==> config.mk <==
export PLATFORM = sky130hd
export DESIGN_NAME = cpu_bus_adapter
export DESIGN_NICKNAME = d
export VERILOG_FILES = /design/src/rtl/cba_pkg.sv /design/src/rtl/cba_sync2.sv /design/src/rtl/cba_eclock.sv /design/src/rtl/cba_cycle_fsm.sv /design/src/rtl/cpu_bus_adapter.sv
export SDC_FILE = /design/constraint.sdc
export NUM_CORES = 1
export LEC_CHECK = 0
export BUFFER_PORTS_ARGS = -buffer_cell sky130_fd_sc_hd__buf_2
export CORE_MARGIN = 5
export CORE_UTILIZATION = 40
export CTS_BUF_LIST = sky130_fd_sc_hd__clkbuf_8
export CTS_CLUSTER_SIZE = 10
export DETAILED_ROUTE_END_ITERATION = 6
export PLACE_DENSITY_LB_ADDON = 0.12
export SKIP_LAST_GASP = 1
export SYNTH_ARGS = -nofsm -noshare
export SYNTH_HDL_FRONTEND = slang
export SYNTH_HIERARCHICAL = 1
export SYNTH_SLANG_ARGS = --single-unit
==> constraint.sdc <==
create_clock -name clk_i -period 2.29 [get_ports clk_i]
set_clock_uncertainty 0.05 [all_clocks]
set_input_delay 0.3435 -clock clk_i [delete_from_list [all_inputs] [get_ports clk_i]]
set_output_delay 0.3435 -clock clk_i [all_outputs]
set_load 0.05 [all_outputs]
==> src/rtl/cba_pkg.sv <==
package cba_pkg;
  typedef enum logic [2:0] {
    ST_IDLE,
    ST_RUN,
    ST_VPA_WAIT,
    ST_VMA,
    ST_ACK
  } cyc_state_e;

  localparam logic [1:0] SIZ_BYTE = 2'b01;
endpackage

==> src/rtl/cba_sync2.sv <==
module cba_sync2 #(
  parameter int WIDTH = 2
) (
  input  logic             clk_i,
  input  logic             rst_ni,
  input  logic [WIDTH-1:0] d_i,
  output logic [WIDTH-1:0] q_o
);
  for (genvar g = 0; g < WIDTH; g++) begin : g_bit
    logic s1_q, s2_q;
    always_ff @(posedge clk_i or negedge rst_ni) begin
      if (!rst_ni) begin
        s1_q <= 1'b1;
        s2_q <= 1'b1;
      end else begin
        s1_q <= d_i[g];
        s2_q <= s1_q;
      end
    end
    assign q_o[g] = s2_q;
  end
endmodule

==> src/rtl/cba_eclock.sv <==
module cba_eclock #(
  parameter int E_DIV  = 10,
  parameter int E_HIGH = 4
) (
  input  logic clk_i,
  input  logic rst_ni,
  output logic e_o,
  output logic last_o
);
  localparam int E_LOW = E_DIV - E_HIGH;
  localparam int CW    = $clog2(E_DIV);

  logic [CW-1:0] cnt_q, cnt_d;
  logic          e_q;

  assign last_o = (cnt_q == CW'(E_DIV - 1));
  assign cnt_d  = last_o ? '0 : cnt_q + 1'b1;

  always_ff @(posedge clk_i or negedge rst_ni) begin
    if (!rst_ni) begin
      cnt_q <= '0;
      e_q   <= 1'b0;
    end else begin
      cnt_q <= cnt_d;
      e_q   <= (cnt_d >= CW'(E_LOW));
    end
  end

  assign e_o = e_q;
endmodule

==> src/rtl/cba_cycle_fsm.sv <==
module cba_cycle_fsm
  import cba_pkg::*;
(
  input  logic       clk_i,
  input  logic       rst_ni,
  input  logic       cpu_as_ni,
  input  logic [1:0] cpu_siz_i,
  input  logic       cpu_a0_i,
  input  logic       bus_owned_i,
  input  logic       host_dtack_ni,
  input  logic       host_vpa_ni,
  input  logic       e_last_i,
  output logic       as_no,
  output logic       uds_no,
  output logic       lds_no,
  output logic       vma_no,
  output logic       dsack1_no
);
  cyc_state_e st_q;
  logic       uds_n_d, lds_n_d;

  // 16-bit port lane select
  assign uds_n_d = cpu_a0_i;
  assign lds_n_d = ~(cpu_a0_i | (cpu_siz_i != SIZ_BYTE));

  always_ff @(posedge clk_i or negedge rst_ni) begin
    if (!rst_ni) begin
      st_q      <= ST_IDLE;
      as_no     <= 1'b1;
      uds_no    <= 1'b1;
      lds_no    <= 1'b1;
      vma_no    <= 1'b1;
      dsack1_no <= 1'b1;
    end else if (st_q != ST_IDLE && cpu_as_ni) begin
      st_q      <= ST_IDLE;
      as_no     <= 1'b1;
      uds_no    <= 1'b1;
      lds_no    <= 1'b1;
      vma_no    <= 1'b1;
      dsack1_no <= 1'b1;
    end else begin
      unique case (st_q)
        ST_IDLE: if (!cpu_as_ni && bus_owned_i) begin
          st_q   <= ST_RUN;
          as_no  <= 1'b0;
          uds_no <= uds_n_d;
          lds_no <= lds_n_d;
        end
        ST_RUN: begin
          if (!host_vpa_ni) begin
            st_q <= ST_VPA_WAIT;
          end else if (!host_dtack_ni) begin
            st_q      <= ST_ACK;
            dsack1_no <= 1'b0;
          end
        end
        ST_VPA_WAIT: if (e_last_i) begin
          st_q   <= ST_VMA;
          vma_no <= 1'b0;
        end
        ST_VMA: if (e_last_i) begin
          st_q      <= ST_ACK;
          dsack1_no <= 1'b0;
        end
        ST_ACK: ;
        default: st_q <= ST_IDLE;
      endcase
    end
  end
endmodule

==> src/rtl/cpu_bus_adapter.sv <==
module cpu_bus_adapter #(
  parameter int E_DIV  = 10,
  parameter int E_HIGH = 4,
  parameter int HOST_W = 16,
  parameter int CPU_W  = 32
) (
  input  logic              clk_i,
  input  logic              rst_ni,
  input  logic              cpu_as_ni,
  input  logic [1:0]        cpu_siz_i,
  input  logic              cpu_a0_i,
  input  logic [CPU_W-1:0]  cpu_wdata_i,
  output logic [CPU_W-1:0]  cpu_rdata_o,
  output logic              cpu_dsack1_no,
  output logic              cpu_dsack0_no,
  output logic              cpu_br_no,
  output logic              cpu_bgack_no,
  input  logic              cpu_bg_ni,
  output logic              host_as_no,
  output logic              host_uds_no,
  output logic              host_lds_no,
  output logic              host_drive_o,
  output logic [HOST_W-1:0] host_wdata_o,
  input  logic [HOST_W-1:0] host_rdata_i,
  input  logic              host_dtack_ni,
  input  logic              host_vpa_ni,
  output logic              host_vma_no,
  output logic              host_e_o,
  input  logic              host_br_ni,
  input  logic              host_bgack_ni,
  output logic              host_bg_no
);
  localparam int LANE_LO = CPU_W - HOST_W;

  logic [1:0] arb_sync;
  logic       e_last;
  logic       bg_q;

  cba_sync2 #(.WIDTH(2)) i_sync (
    .clk_i (clk_i),
    .rst_ni(rst_ni),
    .d_i   ({host_bgack_ni, host_br_ni}),
    .q_o   (arb_sync)
  );

  assign cpu_br_no    = arb_sync[0];
  assign cpu_bgack_no = arb_sync[1];
  assign host_drive_o = arb_sync[1];

  always_ff @(posedge clk_i or negedge rst_ni) begin
    if (!rst_ni) bg_q <= 1'b1;
    else         bg_q <= cpu_bg_ni;
  end
  assign host_bg_no = bg_q;

  cba_eclock #(.E_DIV(E_DIV), .E_HIGH(E_HIGH)) i_eclk (
    .clk_i (clk_i),
    .rst_ni(rst_ni),
    .e_o   (host_e_o),
    .last_o(e_last)
  );

  cba_cycle_fsm i_fsm (
    .clk_i        (clk_i),
    .rst_ni       (rst_ni),
    .cpu_as_ni    (cpu_as_ni),
    .cpu_siz_i    (cpu_siz_i),
    .cpu_a0_i     (cpu_a0_i),
    .bus_owned_i  (arb_sync[1]),
    .host_dtack_ni(host_dtack_ni),
    .host_vpa_ni  (host_vpa_ni),
    .e_last_i     (e_last),
    .as_no        (host_as_no),
    .uds_no       (host_uds_no),
    .lds_no       (host_lds_no),
    .vma_no       (host_vma_no),
    .dsack1_no    (cpu_dsack1_no)
  );

  assign cpu_dsack0_no = 1'b1;

  // host lanes ride on the upper processor lanes
  assign cpu_rdata_o  = {host_rdata_i, {LANE_LO{1'b0}}};
  assign host_wdata_o = cpu_wdata_i[CPU_W-1:LANE_LO];
endmodule

==> impl_metrics.prom <==
# TYPE chip_impl_metric gauge
chip_impl_metric{name="boundaryPins",unit=""} 118
chip_impl_metric{name="layout.filler_cells",unit=""} 308
chip_impl_metric{name="vias",unit=""} 703
chip_impl_metric{name="drc",unit=""} 0
chip_impl_info{name="setup.worst_path.end_class",value="flip-flop"} 1
chip_impl_metric{name="clockBufferDepth",unit=""} 2
chip_impl_metric{name="netlist_area",unit="µm²"} 1220
chip_impl_metric{name="gp_routability_congestion",unit=""} 0.735
chip_impl_info{name="criticalPathCategory",value="flip-flop to flip-flop"} 1
chip_impl_metric{name="fp-row-count",unit=""} 20
chip_impl_metric{name="setup_tns",unit="ns"} 0
chip_impl_info{name="cts_root_buffer",value="sky130_fd_sc_hd__clkbuf_8"} 1
chip_impl_metric{name="grt_max_degree",unit=""} 19
chip_impl_metric{name="placeableCoreArea",unit="µm²"} 2980
chip_impl_metric{name="drv.max_cap_violation_count",unit=""} 0
chip_impl_info{name="worst_hold_path_type",value="primary input to flip-flop"} 1
chip_impl_metric{name="detailed_place_hpwl",unit="µm"} 1460
chip_impl_metric{name="synth_cell_types",unit=""} 32
chip_impl_metric{name="crit_required",unit="ns"} 2.42
chip_impl_metric{name="clk_pin_slew",unit="ns"} 0.07
chip_impl_metric{name="power_leakage",unit="nW"} 0.492
chip_impl_metric{name="layout_min_cycle_time",unit="ns"} 1.61
chip_impl_metric{name="insertion_delay",unit="ns"} 0.25
chip_impl_metric{name="finalPower",unit="µW"} 938
chip_impl_metric{name="synth.avg_cell_area",unit="µm²"} 9.51
chip_impl_metric{name="gr-total-overflow",unit=""} 0
chip_impl_metric{name="power_per_cell_area",unit="nW/µm²"} 875
chip_impl_metric{name="hold_viol",unit=""} 0
chip_impl_metric{name="detail-route-antenna-nets",unit=""} 0
chip_impl_metric{name="vertical_die_dimension",unit="µm"} 65.2
chip_impl_metric{name="number_of_clock_sinks",unit=""} 18
chip_impl_metric{name="finalNetCount",unit=""} 173
chip_impl_metric{name="cell_area_after_layout",unit="µm²"} 1070
chip_impl_metric{name="total_number_of_h_tree_levels",unit=""} 1
chip_impl_metric{name="postSynthCellCount",unit=""} 128
chip_impl_metric{name="die_w",unit="µm"} 65.2
chip_impl_metric{name="initial_antenna_violation_count",unit=""} 0
chip_impl_metric{name="grtUsageTotal",unit="%"} 9.82
chip_impl_info{name="min_from",value="cpu_bg_ni"} 1
chip_impl_metric{name="wl_per_cell",unit="µm"} 13.5
chip_impl_info{name="tritoncts",value="built"} 1
chip_impl_metric{name="share_of_cells_above_drive_strength_1",unit="%"} 35.4
chip_impl_metric{name="ys_seq_area_share",unit="%"} 38.0
chip_impl_metric{name="timing_max_transition_violations_final",unit=""} 0
chip_impl_info{name="grt_setup_unrepaired",value="false"} 1
chip_impl_metric{name="crit_fanout",unit=""} 7
chip_impl_metric{name="wirelength",unit="µm"} 1980
chip_impl_info{name="timing.critical_path.from",value="i_eclk/cnt_q[2]"} 1
chip_impl_metric{name="ir_drop_worst_vdd",unit="V"} 0.000275
chip_impl_metric{name="grt_pass1_vias",unit=""} 711
chip_impl_metric{name="layout_worst_path_cycle_share",unit="%"} 70.5
chip_impl_metric{name="layout.core_utilization",unit="%"} 36.0
chip_impl_metric{name="postSynthRegisterBits",unit=""} 18
chip_impl_metric{name="fmaxAchievable",unit="MHz"} 619
chip_impl_info{name="mostFrequentLayoutCells",value="sky130_fd_sc_hd__buf_2 (20), sky130_fd_sc_hd__conb_1 (17), sky130_fd_sc_hd__dfstp_2 (10)"} 1
chip_impl_metric{name="floorplan.initialDensity",unit="%"} 40.9
chip_impl_info{name="status",value="finished, final reports clean"} 1
chip_impl_metric{name="syn2layout_area_growth",unit="%"} -11.9
chip_impl_metric{name="diodes",unit=""} 0
chip_impl_metric{name="post_cts_resize_count",unit=""} 0
chip_impl_metric{name="buffer_ports.inserted",unit=""} 20
chip_impl_info{name="worst_setup_path_start_kind",value="flip-flop"} 1
chip_impl_metric{name="dr.pass1.iters",unit=""} 4
chip_impl_metric{name="final.hold.worst_slack",unit="ns"} 0.132
chip_impl_metric{name="cts_bufs_inserted",unit=""} 3
chip_impl_metric{name="yosys_warnings",unit=""} 6
chip_impl_metric{name="grt_pass1_wl",unit="µm"} 3190
chip_impl_metric{name="first_drt_iteration_drcs",unit=""} 16
chip_impl_info{name="commonest_non_fill_non_tap_cell_in_the_layout",value="sky130_fd_sc_hd__buf_2"} 1
chip_impl_metric{name="number_of_failing_setup_endpoints_in_the_final_timing_report",unit=""} 0
chip_impl_metric{name="worstPathArrival",unit="ns"} 1.74
chip_impl_metric{name="avgViaCountPerCell",unit=""} 4.82
chip_impl_metric{name="die_area",unit="µm²"} 4250
chip_impl_metric{name="dpl-instance-area",unit="µm²"} 1010
chip_impl_info{name="crit-reg2reg-launch",value="i_eclk/cnt_q[2]"} 1
[flip-flops by register name, indices dropped and copies added (netlist names), 2 cells and up]
register           flops
i_eclk/cnt_q           4
i_fsm/st_q             3
i_sync/g_bit.s1_q      2
i_sync/g_bit.s2_q      2
[report_power, final]
group	switching, mW	leakage [nW]	internal, mW
combinational	0.217	0.261	0.0588
clock	0.107	0.0288	0.153
sequential	0.0292	0.201	0.373
[worst max-delay path, stage by stage (launching register included)]
cell and delay (ns):
sky130_fd_sc_hd__dfrtp_1 0.46, sky130_fd_sc_hd__nor2b_2 0.17, sky130_fd_sc_hd__nor3b_2 0.30, sky130_fd_sc_hd__nor2_1 0.07, sky130_fd_sc_hd__a21oi_1 0.19, sky130_fd_sc_hd__o2111ai_1 0.14
sky130_fd_sc_hd__o2bb2ai_1 0.15
[Yosys cell counts]
cell type	number	area share [%]
sky130_fd_sc_hd__nor3_1	2	0.82
sky130_fd_sc_hd__or2b_1	2	1.2
sky130_fd_sc_hd__nor3b_2	1	1.0
sky130_fd_sc_hd__a21o_1	1	0.62
sky130_fd_sc_hd__buf_2	2	0.82
sky130_fd_sc_hd__a211oi_1	2	1.2
sky130_fd_sc_hd__nand4_1	3	1.5
sky130_fd_sc_hd__xnor2_1	1	0.72
sky130_fd_sc_hd__buf_4	53	33
sky130_fd_sc_hd__nand2b_1	1	0.51
sky130_fd_sc_hd__nor3b_1	1	0.62
sky130_fd_sc_hd__inv_2	1	0.31
sky130_fd_sc_hd__nand4b_1	1	0.72
sky130_fd_sc_hd__o22ai_1	3	1.5
sky130_fd_sc_hd__o2bb2ai_1	1	0.72
sky130_fd_sc_hd__nor3_4	1	1.3
sky130_fd_sc_hd__o21ai_2	1	0.72
sky130_fd_sc_hd__nand2_1	5	1.5
sky130_fd_sc_hd__a22oi_1	1	0.62
sky130_fd_sc_hd__a31oi_1	1	0.51
sky130_fd_sc_hd__nor2b_2	1	0.72
sky130_fd_sc_hd__a21oi_1	6	2.5
sky130_fd_sc_hd__a21oi_2	1	0.72
sky130_fd_sc_hd__inv_1	3	0.92
sky130_fd_sc_hd__or3_1	1	0.51
sky130_fd_sc_hd__o2111ai_1	1	0.72
sky130_fd_sc_hd__dfrtp_1	8	16
sky130_fd_sc_hd__nor2_1	5	1.5
sky130_fd_sc_hd__nand3b_1	5	3.1
sky130_fd_sc_hd__mux2i_1	1	0.82
sky130_fd_sc_hd__dfstp_2	10	22
sky130_fd_sc_hd__conb_1	2	0.62
[layout make-up]
| cell class | count | area (µm²) | area share, % |
|---|---|---|---|
| Timing Repair Buffer | 21 | 110 | 10.3 |
| Inverter | 4 | 15.0 | 1.40 |
| Tap cell | 33 | 41.3 | 3.85 |
| Clock buffer | 4 | 55.1 | 5.13 |
| Sequential cell | 18 | 463 | 43.2 |
| Multi-Input combinational cell | 66 | 388 | 36.2 |
[kinds of logic (layout without fill, tap and decap cells)]
group / after synthesis / in the layout / share of synthesized area [%]
flip-flops: 18 / 18 / 38.0
AO/OA/AOI/OAI: 18 / 18 / 9.87
XOR/XNOR: 1 / 1 / 0.720
AND/OR/NAND/NOR: 29 / 29 / 15.2
multiplexers: 1 / 1 / 0.822
other: 2 / 17 / 0.617
buffers and inverters: 59 / 29 / 34.7
[per-layer routing]
| layer | part of all wire (%) | track usage, % | wire (µm) | vias to the layer above |
|---|---|---|---|---|
| met4 | 5.6 | 8.03 | 111 | 0 |
| met3 | 12 | 4.27 | 240 | 21 |
| li1 | - | - | - | 326 |
| met5 | 0 | 0 | 0 | - |
| met1 | 37 | 9.40 | 723 | 321 |
| met2 | 46 | 16.2 | 901 | 35 |
[stage by stage]
stage	cells	worst slack, ns
6_report	146	0.676
5_1_grt	146	0.470
4_1_cts	146	0.647
3_5_place_dp	141	0.665
3_3_place_gp	141	0.677
2_1_floorplan	143	0.880
[timing repair]
item | CTS | global route
hold buffers | 1 | 0
endpoints found under the hold margin | 8 | 0
buffers inserted | 0 | 0
[path summary, 6_finish.rpt]
check	endpoint	slack, ns	cells after the start
max	i_fsm/dsack1_no	0.68	6
min	host_bg_no	0.13	1
max reg2reg	i_fsm/dsack1_no	0.68	6
min reg2reg	i_sync/g_bit[1].s2_q	0.31	0
max in group asynchronous	i_fsm/lds_no	1.36	2
min in group asynchronous	i_fsm/st_q[0]	0.50	2
(Power assumes the default switching activity.)
